[config.mk]
export PLATFORM = sky130hd
export DESIGN_NAME = pwrseq_top
export DESIGN_NICKNAME = d
export VERILOG_FILES = /design/src/rtl/pwrseq_pkg.sv /design/src/rtl/pwrseq_sync.sv /design/src/rtl/pwrseq_dp.sv /design/src/rtl/pwrseq_ctrl.sv /design/src/rtl/pwrseq_top.sv
export SDC_FILE = /design/constraint.sdc
export NUM_CORES = 1
export LEC_CHECK = 0
export BUFFER_PORTS_ARGS = -buffer_cell sky130_fd_sc_hd__clkbuf_2
export CAP_MARGIN = 10
export CORE_MARGIN = 5
export CORE_UTILIZATION = 50
export CTS_CLUSTER_DIAMETER = 60
export DETAILED_ROUTE_END_ITERATION = 7
export PLACE_DENSITY_LB_ADDON = 0.15
export SYNTH_ARGS = -nofsm -noshare
export SYNTH_HDL_FRONTEND = slang
export SYNTH_SLANG_ARGS = --single-unit
[constraint.sdc]
create_clock -name clk -period 2.9 [get_ports clk]
set_input_delay 0.58 -clock clk [delete_from_list [all_inputs] [get_ports clk]]
set_output_delay 0.58 -clock clk [all_outputs]
set_load 0.005 [all_outputs]
[src/rtl/pwrseq_pkg.sv]
package pwrseq_pkg;

  typedef enum logic [3:0] {
    ST_G3   = 4'd0,
    ST_G3S5 = 4'd1,
    ST_S5   = 4'd2,
    ST_S5S3 = 4'd3,
    ST_S3   = 4'd4,
    ST_S3S0 = 4'd5,
    ST_S0   = 4'd6,
    ST_S0S3 = 4'd7,
    ST_S3S5 = 4'd8,
    ST_S5G3 = 4'd9
  } pstate_e;

  // sub-steps of the resume transition
  typedef enum logic [1:0] {
    PH_RAIL   = 2'd0,
    PH_SETTLE = 2'd1,
    PH_POLL   = 2'd2
  } phase_e;

  // control-to-datapath strobes
  typedef struct packed {
    logic restart;  // zero all wait counters
    logic rsmSet;   // release resume reset
    logic rsmClr;   // assert resume reset
    logic okSet;    // raise power-OK
    logic okClr;    // drop power-OK
    logic thrLoad;  // take the requested throttle level
    logic thrClr;   // drop throttle
  } seqStrobe_t;

endpackage

[src/rtl/pwrseq_sync.sv]
module pwrseq_sync #(
  parameter int WIDTH = 5
) (
  input  logic             clk,
  input  logic             rstN,
  input  logic [WIDTH-1:0] din,
  output logic [WIDTH-1:0] dout
);

  for (genvar i = 0; i < WIDTH; i++) begin : g_bit
    logic meta;
    logic held;
    always_ff @(posedge clk or negedge rstN) begin
      if (!rstN) begin
        meta <= 1'b0;
        held <= 1'b0;
      end else begin
        meta <= din[i];
        held <= meta;
      end
    end
    assign dout[i] = held;
  end

endmodule

[src/rtl/pwrseq_dp.sv]
module pwrseq_dp
  import pwrseq_pkg::*;
#(
  parameter int CYC_PER_US = 50,
  parameter int US_PER_MS  = 1000,
  parameter int MS_W       = 8,
  parameter int CYC_W      = 3
) (
  input  logic             clk,
  input  logic             rstN,
  input  seqStrobe_t       strobe,
  input  logic             throttleReq,
  output logic [MS_W-1:0]  msElapsed,
  output logic             msPulse,
  output logic [CYC_W-1:0] cycElapsed,
  output logic             resumeRstN,
  output logic             pwrOk,
  output logic             throttle
);

  localparam int PRE_W = $clog2(CYC_PER_US + 1);
  localparam int US_W  = $clog2(US_PER_MS + 1);
  localparam logic [PRE_W-1:0] PRE_LAST = PRE_W'(CYC_PER_US - 1);
  localparam logic [US_W-1:0]  US_LAST  = US_W'(US_PER_MS - 1);
  localparam logic [MS_W-1:0]  MS_MAX   = '1;
  localparam logic [CYC_W-1:0] CYC_MAX  = '1;

  logic [PRE_W-1:0] presc;
  logic [US_W-1:0]  usCnt;

  // wait timebase: cycles, microsecond prescaler, millisecond count
  always_ff @(posedge clk or negedge rstN) begin
    if (!rstN) begin
      presc      <= '0;
      usCnt      <= '0;
      msElapsed  <= '0;
      msPulse    <= 1'b0;
      cycElapsed <= '0;
    end else if (strobe.restart) begin
      presc      <= '0;
      usCnt      <= '0;
      msElapsed  <= '0;
      msPulse    <= 1'b0;
      cycElapsed <= '0;
    end else begin
      msPulse <= 1'b0;
      if (cycElapsed != CYC_MAX) cycElapsed <= cycElapsed + 1'b1;
      if (presc == PRE_LAST) begin
        presc <= '0;
        if (usCnt == US_LAST) begin
          usCnt   <= '0;
          msPulse <= 1'b1;
          if (msElapsed != MS_MAX) msElapsed <= msElapsed + 1'b1;
        end else begin
          usCnt <= usCnt + 1'b1;
        end
      end else begin
        presc <= presc + 1'b1;
      end
    end
  end

  // chipset-facing output registers; clears win over sets
  always_ff @(posedge clk or negedge rstN) begin
    if (!rstN) begin
      resumeRstN <= 1'b0;
      pwrOk      <= 1'b0;
      throttle   <= 1'b0;
    end else begin
      if (strobe.rsmClr)      resumeRstN <= 1'b0;
      else if (strobe.rsmSet) resumeRstN <= 1'b1;
      if (strobe.okClr)       pwrOk <= 1'b0;
      else if (strobe.okSet)  pwrOk <= 1'b1;
      if (strobe.thrClr)       throttle <= 1'b0;
      else if (strobe.thrLoad) throttle <= throttleReq;
    end
  end

  // the millisecond count never wraps while a wait runs
  assert_ms_saturates_R3: assert property (@(posedge clk) disable iff (!rstN)
    ($past(msElapsed) == MS_MAX && !$past(strobe.restart)) |-> msElapsed == MS_MAX);

endmodule

[src/rtl/pwrseq_ctrl.sv]
module pwrseq_ctrl
  import pwrseq_pkg::*;
#(
  parameter int RAIL_TIMEOUT_MS = 100,
  parameter int SETTLE_MS       = 15,
  parameter int PLTRST_POLLS    = 50,
  parameter int OFF_HOLD_CYC    = 2,
  parameter int MS_W            = 8,
  parameter int CYC_W           = 3
) (
  input  logic             clk,
  input  logic             rstN,
  input  logic             aoGood,
  input  logic             allGood,
  input  logic             slpS3n,
  input  logic             slpS4n,
  input  logic             pltrstOn,
  input  logic             exitG3Req,
  input  logic             forceReq,
  input  logic             pauseS5,
  input  logic [MS_W-1:0]  msElapsed,
  input  logic             msPulse,
  input  logic [CYC_W-1:0] cycElapsed,
  output pstate_e          state,
  output seqStrobe_t       strobe
);

  localparam logic [MS_W-1:0]  RAIL_LIM   = MS_W'(RAIL_TIMEOUT_MS);
  localparam logic [MS_W-1:0]  SETTLE_LIM = MS_W'(SETTLE_MS);
  localparam logic [MS_W-1:0]  POLL_LIM   = MS_W'(PLTRST_POLLS);
  localparam logic [CYC_W-1:0] HOLD_LIM   = CYC_W'(OFF_HOLD_CYC);

  pstate_e    nextState;
  phase_e     phase, nextPhase;
  seqStrobe_t stb;
  logic       railTimeout;
  logic       pollNow;

  always_comb begin
    nextState   = state;
    nextPhase   = phase;
    stb         = '0;
    railTimeout = (msElapsed >= RAIL_LIM);
    pollNow     = (cycElapsed == '0) || msPulse;
    case (state)
      ST_G3: if (exitG3Req) nextState = ST_G3S5;
      ST_G3S5: begin
        if (aoGood) begin
          stb.rsmSet = 1'b1;
          nextState  = ST_S5;
        end else if (railTimeout) begin
          stb.okClr  = 1'b1;
          stb.rsmClr = 1'b1;
          nextState  = ST_G3;
        end
      end
      ST_S5:   if (slpS4n) nextState = ST_S5S3;
      ST_S5S3: nextState = ST_S3;
      ST_S3: begin
        if (!aoGood) begin
          stb.okClr  = 1'b1;
          stb.rsmClr = 1'b1;
          nextState  = ST_S3S5;
        end else if (slpS3n) begin
          nextState = ST_S3S0;
        end else if (!slpS4n) begin
          nextState = ST_S3S5;
        end
      end
      ST_S3S0: begin
        case (phase)
          PH_RAIL: begin
            if (aoGood && allGood) begin
              nextPhase   = PH_SETTLE;
              stb.restart = 1'b1;
            end else if (railTimeout) begin
              stb.okClr  = 1'b1;
              stb.rsmClr = 1'b1;
              nextState  = ST_S3;
            end
          end
          PH_SETTLE: begin
            if (msElapsed >= SETTLE_LIM) begin
              stb.thrLoad = 1'b1;
              stb.okSet   = 1'b1;
              nextPhase   = PH_POLL;
              stb.restart = 1'b1;
            end
          end
          PH_POLL: begin
            if (pollNow) begin
              if (msElapsed >= POLL_LIM) begin
                stb.okClr  = 1'b1;
                stb.rsmClr = 1'b1;
                stb.thrClr = 1'b1;
                nextState  = ST_S3;
              end else if (!pltrstOn) begin
                nextState = ST_S0;
              end
            end
          end
          default: nextPhase = PH_RAIL;
        endcase
      end
      ST_S0: begin
        stb.thrLoad = 1'b1;
        if (!(aoGood && allGood)) begin
          stb.okClr  = 1'b1;
          stb.rsmClr = 1'b1;
          nextState  = ST_S0S3;
        end else if (!slpS3n) begin
          stb.okClr = 1'b1;
          nextState = ST_S0S3;
        end
      end
      ST_S0S3: begin
        if (cycElapsed >= HOLD_LIM) begin
          stb.thrClr = 1'b1;
          nextState  = ST_S3;
        end
      end
      ST_S3S5: nextState = pauseS5 ? ST_S5 : ST_S5G3;
      ST_S5G3: begin
        stb.rsmClr = 1'b1;
        nextState  = ST_G3;
      end
      default: nextState = ST_G3;
    endcase

    if (forceReq) begin
      stb.okClr  = 1'b1;
      stb.rsmClr = 1'b1;
      if (state == ST_S3S0) begin
        stb.thrClr = 1'b1;
        nextState  = ST_S3;
      end else if (state == ST_S0) begin
        nextState = ST_S0S3;
      end
    end

    if (nextState != state) begin
      stb.restart = 1'b1;
      nextPhase   = PH_RAIL;
    end
  end

  always_ff @(posedge clk or negedge rstN) begin
    if (!rstN) begin
      state <= ST_G3;
      phase <= PH_RAIL;
    end else begin
      state <= nextState;
      phase <= nextPhase;
    end
  end

  assign strobe = stb;

  assert_s0_exit_R9: assert property (@(posedge clk) disable iff (!rstN)
    state == ST_S0 |=> (state == ST_S0 || state == ST_S0S3));

  assert_s3s5_exit_R11: assert property (@(posedge clk) disable iff (!rstN)
    state == ST_S3S5 |=> (state == ST_S5 || state == ST_S5G3));

  assert_s5g3_exit_R11: assert property (@(posedge clk) disable iff (!rstN)
    state == ST_S5G3 |=> state == ST_G3);

endmodule

[src/rtl/pwrseq_top.sv]
module pwrseq_top
  import pwrseq_pkg::*;
#(
  parameter int CYC_PER_US      = 50,
  parameter int US_PER_MS       = 1000,
  parameter int RAIL_TIMEOUT_MS = 100,
  parameter int SETTLE_MS       = 15,
  parameter int PLTRST_POLLS    = 50,
  parameter int OFF_HOLD_NS     = 40
) (
  input  logic       clk,
  input  logic       rstN,
  input  logic       aoGoodIn,
  input  logic       allGoodIn,
  input  logic       slpS3nIn,
  input  logic       slpS4nIn,
  input  logic       pltrstIn,
  input  logic       exitG3Req,
  input  logic       forceReq,
  input  logic       pauseS5,
  input  logic       throttleReq,
  output logic       resumeRstN,
  output logic       pwrOk,
  output logic       throttle,
  output logic [3:0] stateOut
);

  localparam int MS_LIMIT0 = (RAIL_TIMEOUT_MS > SETTLE_MS) ? RAIL_TIMEOUT_MS : SETTLE_MS;
  localparam int MS_LIMIT  = (MS_LIMIT0 > PLTRST_POLLS) ? MS_LIMIT0 : PLTRST_POLLS;
  localparam int MS_W      = $clog2(MS_LIMIT + 2);
  localparam int HOLD_RAW  = (CYC_PER_US * OFF_HOLD_NS + 999) / 1000;
  localparam int OFF_HOLD  = (HOLD_RAW < 1) ? 1 : HOLD_RAW;
  localparam int CYC_W     = $clog2(OFF_HOLD + 2);

  logic [4:0]       syncOut;
  logic [MS_W-1:0]  msElapsed;
  logic             msPulse;
  logic [CYC_W-1:0] cycElapsed;
  seqStrobe_t       strobe;
  pstate_e          state;

  pwrseq_sync #(.WIDTH(5)) u_sync (
    .clk (clk),
    .rstN(rstN),
    .din ({pltrstIn, slpS4nIn, slpS3nIn, allGoodIn, aoGoodIn}),
    .dout(syncOut)
  );

  pwrseq_ctrl #(
    .RAIL_TIMEOUT_MS(RAIL_TIMEOUT_MS),
    .SETTLE_MS      (SETTLE_MS),
    .PLTRST_POLLS   (PLTRST_POLLS),
    .OFF_HOLD_CYC   (OFF_HOLD),
    .MS_W           (MS_W),
    .CYC_W          (CYC_W)
  ) u_ctrl (
    .clk       (clk),
    .rstN      (rstN),
    .aoGood    (syncOut[0]),
    .allGood   (syncOut[1]),
    .slpS3n    (syncOut[2]),
    .slpS4n    (syncOut[3]),
    .pltrstOn  (syncOut[4]),
    .exitG3Req (exitG3Req),
    .forceReq  (forceReq),
    .pauseS5   (pauseS5),
    .msElapsed (msElapsed),
    .msPulse   (msPulse),
    .cycElapsed(cycElapsed),
    .state     (state),
    .strobe    (strobe)
  );

  pwrseq_dp #(
    .CYC_PER_US(CYC_PER_US),
    .US_PER_MS (US_PER_MS),
    .MS_W      (MS_W),
    .CYC_W     (CYC_W)
  ) u_dp (
    .clk        (clk),
    .rstN       (rstN),
    .strobe     (strobe),
    .throttleReq(throttleReq),
    .msElapsed  (msElapsed),
    .msPulse    (msPulse),
    .cycElapsed (cycElapsed),
    .resumeRstN (resumeRstN),
    .pwrOk      (pwrOk),
    .throttle   (throttle)
  );

  assign stateOut = state;

  assert_ok_scope_R13: assert property (@(posedge clk) disable iff (!rstN)
    !(state == ST_S3S0 || state == ST_S0) |-> !pwrOk);

  assert_thr_scope_R13: assert property (@(posedge clk) disable iff (!rstN)
    throttle |-> (state == ST_S3S0 || state == ST_S0 || state == ST_S0S3));

  assert_s0_entry_R8: assert property (@(posedge clk) disable iff (!rstN)
    (state == ST_S0 && $past(state) == ST_S3S0) |-> pwrOk);

  assert_g3_reset_R3: assert property (@(posedge clk) disable iff (!rstN)
    state == ST_G3 |-> !resumeRstN);

  assert_force_R12: assert property (@(posedge clk) disable iff (!rstN)
    forceReq |=> (!pwrOk && !resumeRstN));

endmodule

==> results.cfg <==
[clock_tree]
cts_hold_buffers = 0
clk_transition_reported_paths_ps = 80
clock_root_buffer_master = sky130_fd_sc_hd__clkbuf_8
cts_resized = 0
cts_inserted_buffers = 5
clock_path_buffers = 2
clk-insertion-delay-late_ps = 300
cts.sinks = 45
tritoncts_clock_tree = yes
cts_htree_levels = 2
post-cts-setup-buffer-count = 0

[sta]
final.min_clock_period_ps = 2630
timing.slew.headroom_pct = 50.1
final.hold.worst_slack_ps = 347
report.final.hold_viol_count = 0
drv_slew = 0
fin_setup_tns_ps = 0
finalSetupViolCount = 0
final_min_period_over_clock_period_pct = 90.8
worst-slew-pin-transition_ps = 742
fin_worst_skew_ps = 10.3
max_clock_freq_mhz = 380
grt_setup_unrepaired = false

[setup_path]
critPathMaxStageDelay_ps = 410
r2r-start = u_dp.cycElapsed[0]
setup.worst_path.end_class = flop
worst_ep_arrival_time_ps = 2850
critPathRequiredTime_ps = 3120
worst_setup_slack_for_register_to_register_paths_ps = 270
start_kind = flop
critical_path.most_common_cell = sky130_fd_sc_hd__a211oi_2
crit_slowest_cell = sky130_fd_sc_hd__or3b_1
setup.worst_path.start = u_dp.cycElapsed[0]
critPathMaxFanout = 22
reg2reg_to = u_dp.usCnt[9]
cp_cell_sequence = inv_1, ha_1, or3b_1, a211oi_2, a21oi_1, or3_1, nand3b_4, buf_4, a211oi_2
r2r_cells = 9
crit_type = reg2reg

[route]
avgViaCountPerCell = 5.80
drt-total-wl_um = 5270
first_iter_violations = 182
final_antenna_net_count = 0
wl_per_cell_um = 15.0
drt_pre_antenna_iters = 4
route.vias.total = 2035
route.detailed.drc = 0

[global_routing]
grt_first_pass_wirelength_um = 9530
gr-total-overflow = 0
antenna_found_initial = 0
grt_util_all_layers_pct = 18.0
first_global_vias = 1927
maximum_number_of_pins_on_one_net_before_global_route_repair = 46

[power_and_ir_drop]
static-leakage-power_uw = 0.00122
power.sequential.fraction_pct = 40.0
combPwrFrac_pct = 34.7
p_per_area_mw_per_mm2 = 686
power.net_switching_uw = 752
vdd_ir_drop_max_v = 0.000364
net_sw_share_pct = 38.0
clock_network_power_share_pct = 25.3
cellInternalPower_uw = 1230

[yosys]
synthesis.yosys.warnings = 0
synthCells = 263
synth_fp_nets = 282
syn-cell-area_mm2 = 0.00263
ys_dominant_reg_cell = sky130_fd_sc_hd__dfrtp_1
synth_top_cell_area_share_pct = 42.9
syn_area_per_cell_um2 = 9.99
largest_area_contributor_in_the_synthesized_netlist = sky130_fd_sc_hd__dfrtp_1
synth-seq-cells = 45
synth_common_cells = 45 x sky130_fd_sc_hd__dfrtp_1, 18 x sky130_fd_sc_hd__nand2_1, 17 x sky130_fd_sc_hd__a21oi_1, 17 x sky130_fd_sc_hd__nor2_1, 13 x sky130_fd_sc_hd__nand3_1
yosysUniqueCellTypes = 54
most_common_cell_in_the_netlist = sky130_fd_sc_hd__dfrtp_1
synthArstFlopShare_pct = 100
yosys-top-cells-area = sky130_fd_sc_hd__dfrtp_1 43%, sky130_fd_sc_hd__nor3_2 4.2%, sky130_fd_sc_hd__ha_1 3.8%
number_of_enable_type_register_cells_in_the_synthesized_netlist = 0
part_of_the_yosys_area_used_for_sequential_elements_pct = 42.9

[place]
port-buffer-count = 17
hpwlAfterDp_um = 3630
dp.cells = 343
place.gp.congestion = 0.815

[floorplanning]
dieWidth_um = 82.5
initial_core_util_pct = 51.4
floorplan.die_area_mm2 = 0.00680
boundaryPins = 18
fp.dieH_um = 82.5
std_cell_rows = 26
core_region_area_mm2 = 0.00511

[final_layout]
drive_above_1_share_pct = 19.9
post_layout_nonfiller_instances = 351
nets = 299
layout-area-overhead-vs-synth_pct = 9.81
diodes = 0
finalCoreUtilization_pct = 56.5

[status]
outcome = complete, no violations

[job]
max_cap_viol_count = 0

[min_path]
hp-class = in2async
cells by family (layout without fill, tap and decap cells):
kind of cell               after synthesis  after routing  synth area share (%)
muxes                                    5              5                  1.90
adders and majority gates                8              8                  3.81
AOI/OAI and AO/OA                       57             57                  15.9
xor gates and xnor gates                 9              9                  3.00
and+or+nand+nor                        116            116                  28.4
buffers and inverters                   23             41                  4.19
DFF                                     45             45                  42.9
registers in the layout, indices dropped and copies added (netlist names):
name               cells
u_ctrl.phase           2
u_ctrl.state           4
u_dp.cycElapsed        2
u_dp.msElapsed         7
u_dp.msPulse           1
u_dp.presc             6
u_dp.pwrOk             1
u_dp.resumeRstN        1
u_dp.throttle          1
u_dp.usCnt            10
u_sync.g_bit.held      5
u_sync.g_bit.meta      5
worst max path at each step:
stage / endpoint / slack (ps) / depth (start not counted)
2_1_floorplan: u_dp.cycElapsed[0] / 700 / 9
3_3_place_gp: u_dp.usCnt[9] / 360 / 9
3_5_place_dp: u_dp.usCnt[4] / 270 / 9
4_1_cts: u_dp.usCnt[9] / 250 / 9
5_1_grt: u_dp.usCnt[8] / 80 / 9
6_report: u_dp.usCnt[9] / 270 / 9
placed cells by master, fill, tap and decap left out, drive strengths merged, types with 8 or more instances in the layout:
master and instances:
nor3 21, nand2 18, nand3 13, nor2 18
clkbuf 23, nor4 12, ha 8, a21oi 17
inv 12, dfrtp 45
power groups by stage:
stage               clock network (µW)  registers (µW)  logic, µW
finish                             501             792        685
global route                       538             810        761
CTS                                516             792        688
detailed placement                   0             805        684
global placement                     0             803        688
floorplan                            0             741        619
routing by layer:
metal / global-route usage, % / wire, µm / vias up
li1: - / - / 1021
met1: 27.7 / 2630 / 965
met2: 25.9 / 2360 / 42
met3: 2.60 / 199 / 7
met4: 5.88 / 80 / 0
met5: 0 / 0 / -
worst max-delay path: cells and delay by family, from the launching register on:
family	cells	cell delay, ps
and+or+nand+nor	3	1140
DFF	1	390
buffers and inverters	2	370
AOI/OAI and AO/OA	3	460
adders and majority gates	1	200
cell type report:
type	instances	area (µm²)
well taps	70	87.6
clock buffers	6	82.6
clock inverters	2	37.5
repair buffers	21	115
flip-flops and latches	45	1130
multi-input cells	195	1390
inverters	12	45.0
fillers	436	2220
metrics by stage:
step / instance area, µm² / total power, µW / setup WS (ps)
6_report: 2890 / 1980 / 266
5_1_grt: 2890 / 2110 / 78.1
4_1_cts: 2890 / 2000 / 247
3_5_place_dp: 2770 / 1490 / 271
3_3_place_gp: 2770 / 1490 / 359
2_1_floorplan: 2630 / 1360 / 704
Power figures use the tool's default switching activity.
